### config.mk
export PLATFORM = sky130hd
export DESIGN_NAME = share_aware_victim_sel
export DESIGN_NICKNAME = d
export VERILOG_FILES = /design/src/rtl/share_repl_pkg.sv /design/src/rtl/share_degree_calc.sv /design/src/rtl/way_slot.sv /design/src/rtl/victim_pick.sv /design/src/rtl/share_aware_victim_sel.sv
export SDC_FILE = /design/constraint.sdc
export NUM_CORES = 1
export LEC_CHECK = 0
export BUFFER_PORTS_ARGS = -buffer_cell sky130_fd_sc_hd__clkbuf_2
export CAP_MARGIN = 20
export CORE_ASPECT_RATIO = 1.75
export CORE_MARGIN = 4
export CORE_UTILIZATION = 45
export DETAILED_ROUTE_END_ITERATION = 10
export PLACE_DENSITY_LB_ADDON = 0.12
export SLEW_MARGIN = 5
export SYNTH_ARGS = -nofsm -noshare
export SYNTH_HDL_FRONTEND = slang
export SYNTH_SLANG_ARGS = --single-unit
### constraint.sdc
create_clock -name clk -period 29.7 [get_ports clk]
set_input_delay 4.455 -clock clk [delete_from_list [all_inputs] [get_ports clk]]
set_output_delay 4.455 -clock clk [all_outputs]
set_load 0.005 [all_outputs]
### src/rtl/share_repl_pkg.sv
package share_repl_pkg;

    // Four sharing levels, kept in the top bits of the priority key.
    typedef enum logic [1:0] {
        SHARE_PRIVATE = 2'b00,
        SHARE_LIGHT   = 2'b01,
        SHARE_HEAVY   = 2'b10,
        SHARE_VHEAVY  = 2'b11
    } share_deg_e;

    localparam int unsigned DEG_W = 2;

    // Maps the number of distinct users of a line to its sharing level.
    function automatic share_deg_e deg_from_count(input int unsigned users);
        share_deg_e deg;
        if (users <= 1)      deg = SHARE_PRIVATE;
        else if (users == 2) deg = SHARE_LIGHT;
        else if (users == 3) deg = SHARE_HEAVY;
        else                 deg = SHARE_VHEAVY;
        return deg;
    endfunction

endpackage

### src/rtl/share_degree_calc.sv
module share_degree_calc
    import share_repl_pkg::*;
#(
    parameter int unsigned NUM_THREADS = 4
) (
    input  logic [NUM_THREADS-1:0] user_mask,
    output logic [DEG_W-1:0]       degree
);
    localparam int unsigned CNT_W = $clog2(NUM_THREADS + 1);

    logic [CNT_W-1:0] users;

    always_comb begin
        users = '0;
        for (int i = 0; i < NUM_THREADS; i++) begin
            users = users + CNT_W'(user_mask[i]);
        end
    end

    assign degree = DEG_W'(deg_from_count(int'(users)));

endmodule

### src/rtl/way_slot.sv
module way_slot
    import share_repl_pkg::*;
#(
    parameter int unsigned NUM_THREADS = 4,
    parameter int unsigned HIT_W       = 3,
    localparam int unsigned TID_W      = $clog2(NUM_THREADS),
    localparam int unsigned PRIO_W     = DEG_W + HIT_W
) (
    input  logic              clk,
    input  logic              rst,
    input  logic              fill_en,
    input  logic              hit_en,
    input  logic [TID_W-1:0]  thread_id,
    output logic              slot_valid,
    output logic [PRIO_W-1:0] slot_prio
);
    localparam logic [HIT_W-1:0] HIT_MAX = '1;

    typedef struct packed {
        logic                   valid;
        logic [NUM_THREADS-1:0] mask;
        logic [HIT_W-1:0]       hits;
    } slot_t;

    slot_t                  st_d, st_q;
    logic [NUM_THREADS-1:0] thread_bit_d;
    logic [DEG_W-1:0]       degree_d;

    assign thread_bit_d = NUM_THREADS'(1) << thread_id;

    always_comb begin
        st_d = st_q;
        if (fill_en) begin
            st_d.valid = 1'b1;
            st_d.mask  = thread_bit_d;
            st_d.hits  = '0;
        end else if (hit_en && st_q.valid) begin
            st_d.mask = st_q.mask | thread_bit_d;
            if (st_q.hits != HIT_MAX) begin
                st_d.hits = st_q.hits + HIT_W'(1);
            end
        end
    end

    always_ff @(posedge clk) begin
        if (rst) begin
            st_q <= '0;
        end else begin
            st_q <= st_d;
        end
    end

    share_degree_calc #(
        .NUM_THREADS(NUM_THREADS)
    ) u_degree (
        .user_mask(st_q.mask),
        .degree   (degree_d)
    );

    assign slot_valid = st_q.valid;
    assign slot_prio  = {degree_d, st_q.hits};

endmodule

### src/rtl/victim_pick.sv
module victim_pick #(
    parameter int unsigned NUM_WAYS = 8,
    parameter int unsigned PRIO_W   = 5,
    localparam int unsigned WAY_W   = $clog2(NUM_WAYS)
) (
    input  logic [NUM_WAYS-1:0]             way_valid,
    input  logic [NUM_WAYS-1:0][PRIO_W-1:0] way_prio,
    output logic [WAY_W-1:0]                victim
);
    // Cost 0 for an invalid way; {1, prio} for a valid way.
    logic [NUM_WAYS-1:0][PRIO_W:0] cost_d;
    logic [PRIO_W:0]               best_cost_d;

    for (genvar w = 0; w < NUM_WAYS; w++) begin : g_cost
        assign cost_d[w] = way_valid[w] ? {1'b1, way_prio[w]} : '0;
    end

    // Strict compare keeps the lowest index on a tie.
    always_comb begin
        best_cost_d = cost_d[0];
        victim      = '0;
        for (int i = 1; i < NUM_WAYS; i++) begin
            if (cost_d[i] < best_cost_d) begin
                best_cost_d = cost_d[i];
                victim      = WAY_W'(i);
            end
        end
    end

endmodule

### src/rtl/share_aware_victim_sel.sv
module share_aware_victim_sel
    import share_repl_pkg::*;
#(
    parameter int unsigned NUM_WAYS    = 8,
    parameter int unsigned NUM_THREADS = 4,
    parameter int unsigned HIT_W       = 3,
    localparam int unsigned WAY_W      = $clog2(NUM_WAYS),
    localparam int unsigned TID_W      = $clog2(NUM_THREADS),
    localparam int unsigned PRIO_W     = DEG_W + HIT_W
) (
    input  logic             clk,
    input  logic             rst,
    input  logic             acc_valid,
    input  logic             acc_fill,
    input  logic [WAY_W-1:0] acc_way,
    input  logic [TID_W-1:0] acc_thread,
    output logic [WAY_W-1:0] victim_way
);
    logic [NUM_WAYS-1:0]             fill_en_d;
    logic [NUM_WAYS-1:0]             hit_en_d;
    logic [NUM_WAYS-1:0]             slot_valid;
    logic [NUM_WAYS-1:0][PRIO_W-1:0] slot_prio;

    for (genvar w = 0; w < NUM_WAYS; w++) begin : g_way
        assign fill_en_d[w] = acc_valid &&  acc_fill && (acc_way == WAY_W'(w));
        assign hit_en_d[w]  = acc_valid && !acc_fill && (acc_way == WAY_W'(w));

        way_slot #(
            .NUM_THREADS(NUM_THREADS),
            .HIT_W      (HIT_W)
        ) u_slot (
            .clk       (clk),
            .rst       (rst),
            .fill_en   (fill_en_d[w]),
            .hit_en    (hit_en_d[w]),
            .thread_id (acc_thread),
            .slot_valid(slot_valid[w]),
            .slot_prio (slot_prio[w])
        );
    end

    victim_pick #(
        .NUM_WAYS(NUM_WAYS),
        .PRIO_W  (PRIO_W)
    ) u_pick (
        .way_valid(slot_valid),
        .way_prio (slot_prio),
        .victim   (victim_way)
    );

endmodule

==> Implementation_results.wiki, run 1 <==
{| class="wikitable"
! Metric !! Value
|-
| Run status || completed
|-
| Element type at the critical path end || primary output
|-
| Maximum fanout along the worst path || 11
|-
| Count of port buffers added during placement || 11
|-
| Number of antenna cells inserted || 0
|-
| Complex-gate fraction of the synthesized area || 23.40%
|-
| Syn Std Cell Area || 5503 µm²
|-
| Setup tns final || 0 ns
|-
| Crit share post-route || 62.23%
|-
| First-pass GRT wire length || 24670 µm
|-
| Number of enable-type register cells in the synthesized netlist || 0
|-
| Mean instance size in the synthesized netlist || 8.262 µm²
|-
| Core area || 12000 µm²
|-
| Number of buffer and inverter instances along the worst setup path || 4
|-
| Die area || 14130 µm²
|-
| Fraction of registers with async set/reset || 0%
|-
| Cells after Synth || 666
|-
| Antenna violations before repair || 0
|-
| Via density per instance || 5.919
|-
| R2R Path End || g_way[5].u_slot.slot_prio[2]
|-
| Number of cells on the critical path || 60
|-
| Number of H-tree levels || 3
|-
| HPWL after detailed placement || 12180 µm
|-
| Clock tree root driver cell || clkbuf_16
|-
| Largest net degree at the start of global routing || 65
|-
| Syn-to-layout area delta || 7.981%
|-
| Max-slew violation total from the final report || 0
|-
| Hold buffers post-CTS || 0
|-
| Cell with the biggest individual delay on the critical path || fa_1
|-
| Clock sink count || 64
|-
| Final antenna-violating net count || 0
|-
| Final hold viol count || 0
|-
| Commonest cells after routing, fill and taps aside || nor2_1 (80), ha_1 (75), dfxtp_1 (64), nand2_1 (53), a21oi_1 (44)
|-
| Aggregate global routing overflow || 0
|-
| Leakage power summed over all cells || 2.617 nW
|-
| Synth Flop Type || dfxtp_1
|-
| Initial detailed-routing violation count || 222
|-
| Die Span X || 91.59 µm
|-
| Highest ir drop seen on vdd || 0.00003067 V
|-
| Post-CTS setup-driven buffer insertion count || 0
|-
| Clock network latency to the later pin of the worst-skew pair || 0.33 ns
|-
| Total placed cells including tap cells || 821
|-
| Worst setup path endpoint || victim_way[2]
|-
| Number of max-cap violations || 0
|-
| Number of different library cells in the post-synthesis netlist || 77
|-
| Cell repeated most along the worst path || ha_1
|-
| Worst endpoint required time || 25.24 ns
|-
| Detailed Routing Iterations Pass 1 || 5
|-
| Number of top-level pins || 12
|-
| Adder and majority gate portion of the synthesized area || 20.35%
|-
| Post-layout instance count excluding filler cells || 837
|-
| Worst min-delay path category || reg2reg
|-
| Number of nets at the end of the flow || 759
|-
| Effective utilization at floorplan || 45.85%
|-
| Dominant combinational cell family by area after synthesis || compound AO/OA/AOI/OAI gates
|-
| Origin of the worst setup path || g_way[0].u_slot.st_q[3]
|-
| Delay contributed by the slowest stage of the critical path || 0.55 ns
|-
| Total wire length after detailed routing || 15200 µm
|-
| TritonCTS clock tree || done
|-
| Cell Rows || 53
|-
| Avg WL per Cell || 18.16 µm
|-
| Count of state elements after synthesis || 64
|-
| Sequential-to-total area share from yosys stat || 23.28%
|-
| Worst-Margin Slew || 0.8676 ns
|-
| Type of the setup path with the least slack || reg2out
|-
| F_max || 54.10 MHz
|-
| Last weighted congestion value of the routability-driven placer || 0.8834
|-
| Unrepaired setup endpoints after global routing || false
|-
| Yosys warns || 0
|-
| Clock-pin slew of the registers on the worst-case setup and hold paths || 0.05 ns
|-
| Worst setup SP type || flip-flop
|-
| Commonest non-fill, non-tap cell in the layout || nor2_1
|-
| Portion of netlist area occupied by mux cells || 4.252%
|-
| All-Layer GR Usage || 21.97%
|-
| Flop2flop setup slack || 27.79 ns
|-
| Simple logic cell fraction of the synthesized area || 22.53%
|-
| Family of cells with the greatest summed delay on the critical path || compound AO/OA/AOI/OAI gates
|-
| Synthesized net count || 758
|-
| Synth Area in XOR/XNOR || 1.910%
|-
| Vias in the first global route || 5015
|-
| Final-report setup violation count || 0
|-
| Number of CTS-inserted buffers || 9
|-
| CTS resizes || 0
|-
| RR Startpoint || g_way[5].u_slot.slot_prio[0]
|-
| Pwr/cell area || 37.43 nW/µm²
|-
| Relative slew slack || 42.04%
|-
| Max clock buf depth || 2
|-
| Height of the die || 154.3 µm
|-
| Cell count of the worst reg-to-reg path || 5
|-
| Via count || 4954
|-
| DRC errors left || 0
|-
| Crit path arrival time || 14.03 ns
|-
| Worst Skew || 0.005123 ns
|-
| Final min period || 18.48 ns
|-
| Share of post-route cells with drive strength above 1 || 8.036%
|}
Yosys cell counts, types with 3 or more instances:
| cell type | count | area [µm²] |
|---|---|---|
| ha_1 | 75 | 938.4 |
| xnor2_1 | 3 | 26.28 |
| o31ai_1 | 3 | 22.52 |
| o22ai_1 | 4 | 25.02 |
| fa_1 | 8 | 160.2 |
| a21oi_1 | 44 | 220.2 |
| nor4_1 | 5 | 31.28 |
| mux2i_1 | 20 | 200.2 |
| o31a_1 | 3 | 26.28 |
| clkbuf_1 | 14 | 52.55 |
| a211oi_2 | 3 | 37.54 |
| o21ai_1 | 3 | 15.01 |
| a31oi_1 | 3 | 18.77 |
| a21o_1 | 17 | 127.6 |
| o21ai_0 | 16 | 80.08 |
| o21a_1 | 6 | 45.04 |
| nand2_1 | 53 | 198.9 |
| nor2_1 | 80 | 300.3 |
| dfxtp_1 | 64 | 1281 |
| mux2_2 | 3 | 33.78 |
| and3_1 | 6 | 37.54 |
| o211ai_1 | 4 | 30.03 |
| nand4_1 | 5 | 31.28 |
| buf_1 | 4 | 15.01 |
| a211oi_1 | 3 | 22.52 |
| nand4b_1 | 6 | 52.55 |
| nand3_1 | 13 | 65.06 |
| a21oi_2 | 3 | 26.28 |
| nor3_1 | 35 | 175.2 |
| a22oi_1 | 33 | 247.7 |
| nand2b_1 | 12 | 75.07 |
| and2_1 | 14 | 87.58 |
| nor2b_1 | 4 | 25.02 |
| inv_1 | 37 | 138.9 |
| xor2_1 | 9 | 78.83 |
cells by family after synthesis:
| kind of cell | Yosys count |
|---|---|
| AO/OA/AOI/OAI | 173 |
| XOR/XNOR | 12 |
| adder cells (fa/ha/maj) | 85 |
| flip-flops | 64 |
| multiplexers | 23 |
| AND/OR/NAND/NOR | 250 |
| buffers and inverters | 59 |
layer usage:
layer	vias up	track usage [%]	share of wire [%]
li1	2436	-	-
met5	-	0	0
met1	2375	21.70	37
met3	42	3.017	2.7
met2	101	43.36	56
met4	0	10.86	4.4
registers in the layout, indices dropped and copies added (netlist names):
name	count
g_way.u_slot.st_q	32
g_way.u_slot.slot_prio	24
g_way.u_slot.slot_valid	8
worst register-to-register path: cells and delay by family, from the launching register on:
kind	cells	cell delay (ns)
mux	1	0.26
simple gates	2	0.76
fa+ha+maj	2	0.39
flops	1	0.36
how the worst min path moves through the flow:
stage,start,end,slack [ns],cells past startpoint
6_report,g_way[2].u_slot.st_q[5],g_way[2].u_slot.st_q[5],0.52,2
5_1_grt,g_way[7].u_slot.st_q[5],g_way[7].u_slot.st_q[5],0.55,2
4_1_cts,g_way[7].u_slot.st_q[5],g_way[7].u_slot.st_q[5],0.52,2
3_5_place_dp,g_way[7].u_slot.st_q[5],g_way[7].u_slot.st_q[5],0.51,2
3_3_place_gp,g_way[7].u_slot.st_q[5],g_way[7].u_slot.st_q[5],0.50,2
2_1_floorplan,g_way[7].u_slot.st_q[5],g_way[7].u_slot.st_q[5],0.47,2
metrics by stage:
stage	hold slack [ns]	total power [W]	cell area (µm²)	worst slack [ns]	util, %
3_5_place_dp	0.5088	0.0001288	5675	11.62	47.28
2_1_floorplan	0.4721	0.0001177	5503	13.46	-
5_1_grt	0.5466	0.0002328	5942	10.08	49.50
4_1_cts	0.5212	0.0002242	5942	11.24	49.50
6_report	0.5194	0.0002224	5942	11.22	49.50
3_3_place_gp	0.4961	0.0001283	5675	11.86	47.28
cell type report:
class	count	area, µm²
inverters	37	138.9
well taps	165	206.4
clock buffers	12	246.5
clock inverters	4	20.02
multi-input cells	543	3986
repair buffers	12	62.56
fillers	1185	6061
flip-flops and latches	64	1281
report_power, final:
| group | switching (W) | internal [W] | total, W |
|---|---|---|---|
| sequential | 0.00000109 | 0.0000865 | 0.0000876 |
| clock | 0.0000371 | 0.0000581 | 0.0000953 |
| combinational | 0.0000242 | 0.0000153 | 0.0000395 |
| total | 0.0000625 | 0.000160 | 0.000222 |
No activity file was read; power rests on OpenSTA's default activity.
==> run 2, diff against run 1 <==
clock period = 18.75 ns   (was 29.7 ns; I/O delays follow)
==> Implementation_results.wiki, run 2 (synthesized netlist as in run 1, its figures left out) <==
{| class="wikitable"
! Metric !! Value
|-
| Largest net degree at the start of global routing || 65 (unchanged)
|-
| Cell with the biggest individual delay on the critical path || fa_1
|-
| Unrepaired setup endpoints after global routing || false
|-
| Clock network latency to the later pin of the worst-skew pair || 0.33 ns (about the same)
|-
| Number of max-cap violations || 0 (unchanged)
|-
| Die area || 14130 µm² (unchanged)
|-
| Avg WL per Cell || 17.99 µm (-0.95%)
|-
| Clock tree root driver cell || clkbuf_16
|-
| Relative slew slack || 41.04% (-1.0 points)
|-
| Core area || 12000 µm² (unchanged)
|-
| Total placed cells including tap cells || 821 (unchanged)
|-
| Detailed Routing Iterations Pass 1 || 5 (unchanged)
|-
| Crit path arrival time || 14.04 ns (about the same)
|-
| Via count || 4897 (-1.2%)
|-
| Cell Rows || 53 (unchanged)
|-
| Number of nets at the end of the flow || 759 (unchanged)
|-
| Height of the die || 154.3 µm (unchanged)
|-
| Aggregate global routing overflow || 0 (unchanged)
|-
| Clock sink count || 64 (unchanged)
|-
| Share of post-route cells with drive strength above 1 || 8.036% (unchanged)
|-
| Post-CTS setup-driven buffer insertion count || 0 (unchanged)
|-
| Worst endpoint required time || 15.94 ns (-9.30 ns)
|-
| Final antenna-violating net count || 0 (unchanged)
|-
| All-Layer GR Usage || 21.95% (about the same)
|-
| Run status || completed
|-
| Delay contributed by the slowest stage of the critical path || 0.55 ns (about the same)
|-
| Multi-input gate area in the final layout || 3986 µm² (unchanged)
|-
| Count of port buffers added during placement || 11 (unchanged)
|-
| Highest ir drop seen on vdd || 0.00004856 V (+58%)
|-
| Element type at the critical path end || primary output
|-
| Commonest cells after routing, fill and taps aside || nor2_1 (80), ha_1 (75), dfxtp_1 (64), nand2_1 (53), a21oi_1 (44)
|-
| CTS resizes || 0 (unchanged)
|-
| Crit share post-route || 89.89%
|-
| Flip-flop count of the largest register, all copies and words added || 32 (unchanged)
|-
| Area taken by flip-flops and latches || 1281 µm² (unchanged)
|-
| Total wire length after detailed routing || 15060 µm (-0.95%)
|-
| First-pass GRT wire length || 24750 µm (+0.34%)
|-
| Final hold viol count || 0 (unchanged)
|-
| Worst setup SP type || flip-flop
|-
| Maximum fanout along the worst path || 11 (unchanged)
|-
| Worst min-delay path category || reg2reg
|-
| Syn-to-layout area delta || 7.981% (unchanged)
|-
| Effective utilization at floorplan || 45.85% (unchanged)
|-
| Max clock buf depth || 2 (unchanged)
|-
| Worst slack after detailed placement || 2.317 ns (-9.303 ns)
|-
| Clock-pin slew of the registers on the worst-case setup and hold paths || 0.05 ns (about the same)
|-
| Type of the setup path with the least slack || reg2out
|-
| Antenna violations before repair || 0 (unchanged)
|-
| Final min period || 16.85 ns
|-
| Number of H-tree levels || 3 (unchanged)
|-
| Worst-Margin Slew || 0.8826 ns (+0.01501 ns)
|-
| Via density per instance || 5.851 (-1.2%)
|-
| Initial detailed-routing violation count || 195 (-12%)
|-
| Post-layout instance count excluding filler cells || 837 (unchanged)
|-
| DRC errors left || 0 (unchanged)
|-
| FILL cells || 1202 (+1.4%)
|-
| Final worst slack || 1.896 ns (-9.320 ns)
|-
| Die Span X || 91.59 µm (unchanged)
|-
| Final-report setup violation count || 0 (unchanged)
|-
| Number of CTS-inserted buffers || 9 (unchanged)
|-
| Largest register by flop count || g_way.u_slot.st_q
|-
| Setup tns final || 0 ns (unchanged)
|-
| Cell repeated most along the worst path || ha_1
|-
| Worst Skew || 0.004720 ns (-0.0004037 ns)
|-
| Leakage power summed over all cells || 2.617 nW (unchanged)
|-
| Hold buffers post-CTS || 0 (unchanged)
|-
| Vias in the first global route || 5000 (-0.30%)
|-
| Number of top-level pins || 12 (unchanged)
|-
| Worst hold-check slack || 0.5153 ns (-0.004087 ns)
|-
| Number of antenna cells inserted || 0 (unchanged)
|-
| Last weighted congestion value of the routability-driven placer || 0.8832 (about the same)
|-
| HPWL after detailed placement || 12180 µm (about the same)
|-
| Pwr/cell area || 59.32 nW/µm² (+58%)
|-
| Max-slew violation total from the final report || 0 (unchanged)
|-
| TritonCTS clock tree || done
|-
| F_max || 59.33 MHz
|-
| Commonest non-fill, non-tap cell in the layout || nor2_1
|}
==> run 2: cell counts in the layout (fill, tap and decap cells not counted) <==
Identical to the previous run, type by type.
==> run 2: per-layer routing <==
| metal | wire (µm) | vias up | track usage (%) | share of wire [%] |
|---|---|---|---|---|
| met5 | 0 | - | 0 | 0 |
| met4 | 633 | 0 | 10.72 | 4.2 |
| met3 | 339 | 41 | 3.114 | 2.3 |
| met2 | 8504 | 84 | 43.39 | 56 |
| met1 | 5578 | 2347 | 21.62 | 37 |
| li1 | - | 2425 | - | - |
==> run 2: report_power, final <==
group | switching [W] | total, W | internal [W]
combinational | 0.0000385 | 0.0000628 | 0.0000243
sequential | 0.00000171 | 0.000139 | 0.000137
clock | 0.0000589 | 0.000151 | 0.0000921
total | 0.0000991 | 0.000352 | 0.000253
==> run 2: path summary, 6_finish.rpt <==
kind / from / cells past startpoint / endpoint / slack (ns)
hold reg to reg: g_way[7].u_slot.st_q[5] / 2 / g_way[7].u_slot.st_q[5] / 0.52
setup / recovery: g_way[0].u_slot.st_q[3] / 60 / victim_way[2] / 1.90
hold / removal: g_way[7].u_slot.st_q[5] / 2 / g_way[7].u_slot.st_q[5] / 0.52
setup reg to reg: g_way[5].u_slot.slot_prio[0] / 5 / g_way[5].u_slot.slot_prio[2] / 16.87
==> run 2: area by class of cell <==
cell class / count / area share (%)
multi-input combinational: 543 / 67.09
sequential: 64 / 21.56
clock buffer: 12 / 4.148
tap: 165 / 3.474
inverter: 37 / 2.337
timing repair buffer: 12 / 1.053
clock inverter: 4 / 0.3369
==> run 2: metrics by stage <==
| stage | power [W] | area, µm² | util [%] |
|---|---|---|---|
| detailed placement | 0.0002041 | 5675 | 47.28 |
| CTS | 0.0003563 | 5942 | 49.50 |
| global route | 0.0003700 | 5942 | 49.50 |
| finish | 0.0003525 | 5942 | 49.50 |
| floorplan | 0.0001865 | 5503 | - |
| global placement | 0.0002032 | 5675 | 47.28 |
==> run 2: worst max-delay path, delay by kind of cell (launching register included) <==
family / cells / cell delay (ns)
adders and majority gates: 10 / 3.18
DFF: 1 / 0.32
buffers and inverters: 4 / 0.33
and+or+nand+nor: 16 / 2.46
muxes: 2 / 0.67
AOI/OAI and AO/OA: 28 / 6.75
